**src/rtl/sram_ctl_pkg.sv**
```systemverilog
package sram_ctl_pkg;

    typedef enum logic [1:0] {
        ST_IDLE   = 2'd0,
        ST_SETUP  = 2'd1,
        ST_STROBE = 2'd2,
        ST_HOLD   = 2'd3
    } ctl_state_e;

    // Round a time up to whole clock cycles.
    function automatic int ceil_div(input int num, input int den);
        return (num + den - 1) / den;
    endfunction

    function automatic int max2(input int a, input int b);
        return (a > b) ? a : b;
    endfunction

endpackage

```
**src/rtl/sram_lane_mask.sv**
```systemverilog
module sram_lane_mask #(
    parameter int LANES = 2
) (
    input  logic [LANES*8-1:0] raw,
    input  logic [LANES-1:0]   lane_n,
    output logic [LANES*8-1:0] kept
);
    // A lane that was not enabled carries nothing valid: return zero for it.
    for (genvar g = 0; g < LANES; g++) begin : g_lane
        assign kept[g*8 +: 8] = lane_n[g] ? 8'h00 : raw[g*8 +: 8];
    end
endmodule

```
**src/rtl/sram_turn_guard.sv**
```systemverilog
module sram_turn_guard #(
    parameter int TURN_CYC = 1
) (
    input  logic clk,
    input  logic rst_n,
    input  logic load,
    output logic ok
);
    localparam int            TW     = $clog2(TURN_CYC + 1);
    localparam logic [TW-1:0] LOAD_V = TW'(TURN_CYC - 1);

    logic [TW-1:0] wait_d, wait_q;

    // Cycles still to wait before our own drive may turn on. The hold
    // cycle after a read already provides one cycle of the gap.
    always_comb begin
        wait_d = wait_q;
        if (load) begin
            wait_d = LOAD_V;
        end else if (wait_q != '0) begin
            wait_d = wait_q - TW'(1);
        end
    end

    always_ff @(posedge clk or negedge rst_n) begin
        if (!rst_n) begin
            wait_q <= '0;
        end else begin
            wait_q <= wait_d;
        end
    end

    assign ok = (wait_q == '0);
endmodule

```
**src/rtl/sram_ctl.sv**
```systemverilog
module sram_ctl
    import sram_ctl_pkg::*;
#(
    parameter int ADDR_W  = 16,
    parameter int DATA_W  = 16,
    parameter int LANES   = DATA_W / 8,
    parameter int CLK_PS  = 10000,
    parameter int T_WP_PS = 9000,   // write strobe low, minimum
    parameter int T_CW_PS = 9000,   // select to end of write, minimum
    parameter int T_DS_PS = 7000,   // data valid before write strobe rises
    parameter int T_WC_PS = 12000,  // write cycle, minimum
    parameter int T_AA_PS = 12000,  // address to read data valid
    parameter int T_RC_PS = 12000,  // read cycle, minimum
    parameter int T_HZ_PS = 6000    // memory output release after OE/CS rise
) (
    input  logic              clk,
    input  logic              rst_n,
    input  logic              req,
    input  logic              req_wr,
    input  logic [ADDR_W-1:0] req_addr,
    input  logic [DATA_W-1:0] req_wdata,
    input  logic [LANES-1:0]  req_mask,
    output logic              done,
    output logic [DATA_W-1:0] rd_data,
    output logic [ADDR_W-1:0] mem_addr,
    output logic              mem_cs_n,
    output logic              mem_we_n,
    output logic              mem_oe_n,
    output logic [LANES-1:0]  mem_lane_n,
    output logic [DATA_W-1:0] mem_wdata,
    output logic              mem_wdata_oe,
    input  logic [DATA_W-1:0] mem_rdata
);
    // Strobe phase of a write: the write-strobe width, with select-to-end
    // and data setup measured from the setup edge, and the full cycle.
    localparam int WR_STB = max2(1, max2(ceil_div(T_WP_PS, CLK_PS),
                            max2(ceil_div(T_CW_PS, CLK_PS) - 1,
                            max2(ceil_div(T_DS_PS, CLK_PS) - 1,
                                 ceil_div(T_WC_PS, CLK_PS) - 2))));
    // Strobe phase of a read: access time counted from the setup edge.
    localparam int RD_STB = max2(1, max2(ceil_div(T_AA_PS, CLK_PS) - 1,
                                         ceil_div(T_RC_PS, CLK_PS) - 1));
    localparam int TURN_CYC = max2(1, ceil_div(T_HZ_PS, CLK_PS));
    localparam int CNT_W    = $clog2(max2(WR_STB, RD_STB) + 1);
    localparam logic [CNT_W-1:0] WR_LOAD = CNT_W'(WR_STB - 1);
    localparam logic [CNT_W-1:0] RD_LOAD = CNT_W'(RD_STB - 1);

    typedef struct packed {
        ctl_state_e        state;
        logic [ADDR_W-1:0] addr;
        logic [LANES-1:0]  lane_n;
        logic [DATA_W-1:0] wdata;
        logic              is_wr;
        logic [CNT_W-1:0]  cnt;
        logic              cs_n;
        logic              we_n;
        logic              oe_n;
        logic              drv;
        logic              done;
        logic [DATA_W-1:0] rdata;
    } ctl_t;

    localparam ctl_t CTL_RST = '{
        state:  ST_IDLE,
        addr:   '0,
        lane_n: '1,
        wdata:  '0,
        is_wr:  1'b0,
        cnt:    '0,
        cs_n:   1'b1,
        we_n:   1'b1,
        oe_n:   1'b1,
        drv:    1'b0,
        done:   1'b0,
        rdata:  '0
    };

    ctl_t              ctl_d, ctl_q;
    logic              turn_ok;
    logic              rd_finish;
    logic [DATA_W-1:0] lane_data;

    sram_lane_mask #(.LANES(LANES)) u_lane_mask (
        .raw    (mem_rdata),
        .lane_n (ctl_q.lane_n),
        .kept   (lane_data)
    );

    sram_turn_guard #(.TURN_CYC(TURN_CYC)) u_turn_guard (
        .clk   (clk),
        .rst_n (rst_n),
        .load  (rd_finish),
        .ok    (turn_ok)
    );

    // A read leaves its strobe phase on this edge: memory starts releasing.
    assign rd_finish = (ctl_q.state == ST_STROBE) && (ctl_q.cnt == '0) && !ctl_q.is_wr;

    always_comb begin
        ctl_d      = ctl_q;
        ctl_d.done = 1'b0;
        unique case (ctl_q.state)
            ST_IDLE, ST_HOLD: begin
                ctl_d.state  = ST_IDLE;
                ctl_d.cs_n   = 1'b1;
                ctl_d.we_n   = 1'b1;
                ctl_d.oe_n   = 1'b1;
                ctl_d.lane_n = '1;
                ctl_d.drv    = 1'b0;
                if (req) begin
                    ctl_d.addr  = req_addr;
                    ctl_d.wdata = req_wdata;
                    ctl_d.is_wr = req_wr;
                    if (req_mask == '0) begin
                        // Nothing to move: finish without touching the pins.
                        ctl_d.state = ST_HOLD;
                        ctl_d.done  = 1'b1;
                    end else begin
                        ctl_d.state  = ST_SETUP;
                        ctl_d.cs_n   = 1'b0;
                        ctl_d.lane_n = ~req_mask;
                        ctl_d.oe_n   = req_wr;
                        ctl_d.drv    = req_wr && turn_ok;
                    end
                end
            end
            ST_SETUP: begin
                if (ctl_q.is_wr && !ctl_q.drv) begin
                    // Bus still being released after a read: keep waiting.
                    ctl_d.drv = turn_ok;
                end else begin
                    ctl_d.state = ST_STROBE;
                    ctl_d.we_n  = !ctl_q.is_wr;
                    ctl_d.cnt   = ctl_q.is_wr ? WR_LOAD : RD_LOAD;
                end
            end
            ST_STROBE: begin
                if (ctl_q.cnt != '0) begin
                    ctl_d.cnt = ctl_q.cnt - CNT_W'(1);
                end else begin
                    ctl_d.state  = ST_HOLD;
                    ctl_d.cs_n   = 1'b1;
                    ctl_d.we_n   = 1'b1;
                    ctl_d.oe_n   = 1'b1;
                    ctl_d.lane_n = '1;
                    ctl_d.drv    = 1'b0;
                    ctl_d.done   = 1'b1;
                    if (!ctl_q.is_wr) begin
                        ctl_d.rdata = lane_data;
                    end
                end
            end
            default: ctl_d = CTL_RST;
        endcase
    end

    always_ff @(posedge clk or negedge rst_n) begin
        if (!rst_n) begin
            ctl_q <= CTL_RST;
        end else begin
            ctl_q <= ctl_d;
        end
    end

    assign done         = ctl_q.done;
    assign rd_data      = ctl_q.rdata;
    assign mem_addr     = ctl_q.addr;
    assign mem_cs_n     = ctl_q.cs_n;
    assign mem_we_n     = ctl_q.we_n;
    assign mem_oe_n     = ctl_q.oe_n;
    assign mem_lane_n   = ctl_q.lane_n;
    assign mem_wdata    = ctl_q.wdata;
    assign mem_wdata_oe = ctl_q.drv;

    // a write strobe only under select, with output enable high and drive on.
    p_write_shape_r2: assert property (@(posedge clk) disable iff (!rst_n)
        !mem_we_n |-> (!mem_cs_n && mem_oe_n && mem_wdata_oe));

    // select is already low in the cycle before the write strobe falls.
    p_cs_leads_we_r2: assert property (@(posedge clk) disable iff (!rst_n)
        $fell(mem_we_n) |-> $past(!mem_cs_n));

    // no drive while, or just after, the memory may drive the pins.
    p_drive_gap_r10: assert property (@(posedge clk) disable iff (!rst_n)
        mem_wdata_oe |-> (mem_oe_n && $past(mem_oe_n)));

    // address and lanes stay put while select stays low.
    p_addr_hold_r11: assert property (@(posedge clk) disable iff (!rst_n)
        (!mem_cs_n && $past(!mem_cs_n)) |-> ($stable(mem_addr) && $stable(mem_lane_n)));

    // select low always comes with at least one lane enabled.
    p_lane_sel_r3: assert property (@(posedge clk) disable iff (!rst_n)
        !mem_cs_n |-> (mem_lane_n != '1));

    // in the done cycle the memory is deselected and drive is off.
    p_done_idle_r6: assert property (@(posedge clk) disable iff (!rst_n)
        done |-> (mem_cs_n && !mem_wdata_oe));

endmodule

```
**config.mk**
```make
export PLATFORM = sky130hd
export DESIGN_NAME = sram_ctl
export DESIGN_NICKNAME = d
export VERILOG_FILES = /design/src/rtl/sram_ctl_pkg.sv /design/src/rtl/sram_lane_mask.sv /design/src/rtl/sram_turn_guard.sv /design/src/rtl/sram_ctl.sv
export SDC_FILE = /design/constraint.sdc
export NUM_CORES = 1
export LEC_CHECK = 0
export BUFFER_PORTS_ARGS = -buffer_cell sky130_fd_sc_hd__clkbuf_2
export CORE_ASPECT_RATIO = 2
export CORE_MARGIN = 5
export CORE_UTILIZATION = 54
export CTS_BUF_LIST = sky130_fd_sc_hd__clkbuf_2 sky130_fd_sc_hd__clkbuf_4 sky130_fd_sc_hd__clkbuf_8
export DETAILED_ROUTE_END_ITERATION = 10
export PLACE_DENSITY = 0.9
export SYNTH_ARGS = -nofsm -noshare
export SYNTH_HDL_FRONTEND = slang
export SYNTH_SLANG_ARGS = --single-unit
```
**constraint.sdc**
```tcl
create_clock -name clk -period 3.8 [get_ports clk]
set_input_delay 0.38 -clock clk [delete_from_list [all_inputs] [get_ports clk]]
set_output_delay 0.38 -clock clk [all_outputs]
set_load 0.01 [all_outputs]
```
==> flow_metrics.env <==
export IMPL_grt_use_total=0.1761
export IMPL_clock_tree_root_cell="clkbuf_8"
export IMPL_power_density_mw_per_mm2=955.0
export IMPL_power_switching_w=0.001025
export IMPL_synth_area_mm2=0.002830
export IMPL_skew_ns=0.007940
export IMPL_final_common_cell="clkbuf_2"
export IMPL_totalWireLength_um=5500
export IMPL_ys_types=25
export IMPL_crit_path_end_kind="register"
export IMPL_fmax_ghz=0.5501
export IMPL_path_class="reg2reg"
export IMPL_cts_buffers=9
export IMPL_postPlaceCellArea_mm2=0.003023
export IMPL_hpwl_um=4293
export IMPL_ctsHoldBuffers=0
export IMPL_cts_tree="yes"
export IMPL_rsz0062_at_grt="no"
export IMPL_final_area_mm2=0.003274
export IMPL_port_buffers=108
export IMPL_leakage_nw=1.726
export IMPL_fillers=419
export IMPL_status="finished clean"
export IMPL_clk_latency_ns=0.33
export IMPL_first_pass_iters=4
export IMPL_drcViolationCount=0
export IMPL_period_share=0.4784
export IMPL_min_period_ns=1.818
export IMPL_vias_per_cell=4.803
export IMPL_slowest_stage="nand2_4"
export IMPL_hold_violations=0
export IMPL_worstHoldPathType="in2async"
export IMPL_synth_top_area_share=0.4686
export IMPL_grt_pass1_vias=1856
export IMPL_p_int_w=0.002102
export IMPL_ir_drop_v=0.0007488
export IMPL_seq_power_share=0.364
export IMPL_synth_seq_area_share=0.5150
export IMPL_ctsHtreeMaxLevel=3
export IMPL_syn_num_nets=285
export IMPL_place_congestion=0.7747
export IMPL_placementRows=37
export IMPL_area_delta_synth_final_pct=15.69
export IMPL_ys_warnings_count=0
export IMPL_setup_violations=0
export IMPL_max_stage_delay_ns=0.50
export IMPL_drtAntennaViolNets=0
export IMPL_cp_cell_sequence="inv_1, ha_1, nand2_4, mux2_2"
export IMPL_cts_buffer_depth=2
export IMPL_relSlewSlack=0.3928
export IMPL_swShare=0.3278
export IMPL_cts_resized=0
export IMPL_fp_dieArea_mm2=0.006877
export IMPL_initial_core_util=0.5508
export IMPL_first_iter_violations=101
export IMPL_drive_above_1_share=0.5623
export IMPL_synthTopCellsByArea="dfrtp_1 47%, mux2_4 15%, buf_4 13%"
export IMPL_diodes=0
export IMPL_fin_tns_setup_ns=0
export IMPL_cp_required_ns=4.02
export IMPL_fin_hold_ws_ns=0.09566
export IMPL_vias=1705
export IMPL_synthCells=229
export IMPL_clockPowerShare=0.224
export IMPL_io_pins=109
export IMPL_grt_overflow_total=0
export IMPL_antenna_found_initial=0
export IMPL_coreArea_mm2=0.005139
export IMPL_grt_max_degree=35
export IMPL_arrival_ns=2.04
export IMPL_grt_first_pass_wirelength_um=8769
export IMPL_pwr_share_comb=0.412
export IMPL_avgSynthCellArea_um2=12.36
export IMPL_cp_max_fo=34
export IMPL_fp_dieW_um=61.19
export IMPL_tightest_slew_ns=0.9107
export IMPL_layout_common_cells="108 x clkbuf_2, 53 x dfrtp_1, 29 x mux2_4"
export IMPL_cp_start_kind="register"
export IMPL_maxCapViolCount=0
export IMPL_nets=348
export IMPL_cts_setup_buffers=0
export IMPL_clock_sinks=58
export IMPL_yosys_area_top_type="dfrtp_1"
export IMPL_slew_violations=0
export IMPL_die_height_um=112.4
export IMPL_synth_seq_cells=58
export IMPL_clk_pin_slew_ns=0.07
export IMPL_routedWlPerCell_um=15.49
==> flip-flops by register name, summed over array words and instances (netlist names) <==
register and cells:
ctl_q 3, done 1, mem_addr 16, mem_cs_n 1
mem_lane_n 2, mem_oe_n 1, mem_wdata 16, mem_wdata_oe 1
mem_we_n 1, rd_data 16
==> final cells by class <==
class,instances,area [um^2],share of cell area
sequential,58,1458,0.4452
multi-input combinational,112,937.1,0.2862
timing repair buffer,109,548.0,0.1674
clock buffer,11,151.4,0.04624
clock inverter,5,100.1,0.03057
tap,58,72.57,0.02216
inverter,2,7.507,0.002293
==> power by group through the flow <==
stage	Sequential [W]	Combinational, W	Clock, W
6_report	0.00114	0.00129	0.000700
5_1_grt	0.00118	0.00140	0.000745
4_1_cts	0.00114	0.00131	0.000715
3_5_place_dp	0.00115	0.00131	0
3_3_place_gp	0.00113	0.00127	0
2_1_floorplan	0.00110	0.00128	0
==> metal layers <==
metal	GRT usage	wire length [um]
met5	0	0
met4	0.09262	142
met3	0.04833	311
met2	0.3098	3155
met1	0.1765	1891
==> synth_stat cells <==
cell type / instances
ha_1: 2
buf_6: 3
nand2b_1: 19
nor3_1: 1
or2b_1: 1
a2bb2oi_1: 1
nor3b_1: 1
nand2_4: 1
clkbuf_1: 1
buf_4: 50
mux2_2: 7
o21ai_0: 17
dfstp_2: 5
nand3b_1: 1
dfrtp_1: 53
nand2_1: 20
nor2_1: 5
o32a_1: 1
mux2_4: 29
o31a_1: 1
a31oi_1: 3
a21boi_0: 1
inv_1: 2
buf_2: 3
and2b_1: 1
==> worst paths after layout <==
kind,start,end,slack (ns),cells after the start
worst max-delay path,ctl_q[57]$_DFFE_PN0P_,mem_wdata[4]$_DFFE_PN0P_,1.98,4
worst min-delay path,rst_n,mem_wdata[2]$_DFFE_PN0P_,0.1,1
worst max register to register,ctl_q[57]$_DFFE_PN0P_,mem_wdata[4]$_DFFE_PN0P_,1.98,4
max in group asynchronous,rst_n,mem_we_n$_DFFE_PN1P_,2.82,2
min in group clk,mem_rdata[5],rd_data[5]$_DFFE_PN0P_,0.28,3
worst min register to register,rd_data[12]$_DFFE_PN0P_,rd_data[12]$_DFFE_PN0P_,0.48,2
==> cell families (layout without fill, tap and decap cells) <==
kind of cell / Yosys count / in the layout / share of synthesized area
buffers and inverters: 59 / 127 / 0.1538
DFF: 58 / 58 / 0.5150
and+or+nand+nor: 50 / 50 / 0.09151
muxes: 36 / 36 / 0.1817
AOI/OAI and AO/OA: 24 / 24 / 0.04907
adders and majority gates: 2 / 2 / 0.008840
==> critical path, delay by kind of cell (launching register included) <==
| kind | cells | cell delay [ns] |
|---|---|---|
| flops | 1 | 0.36 |
| mux | 1 | 0.40 |
| fa+ha+maj | 1 | 0.39 |
| simple gates | 1 | 0.50 |
| buf+inv | 1 | 0.05 |
==> stage by stage <==
step	worst slack, ns	util	power (W)	cells
global placement	2.011	0.5883	0.002401	339
CTS	1.960	0.6372	0.003171	355
detailed placement	1.965	0.5883	0.002460	339
finish	1.982	0.6372	0.003127	355
global route	1.752	0.6372	0.003327	355
floorplan	2.311	-	0.002374	229
(Power assumes the default switching activity.)
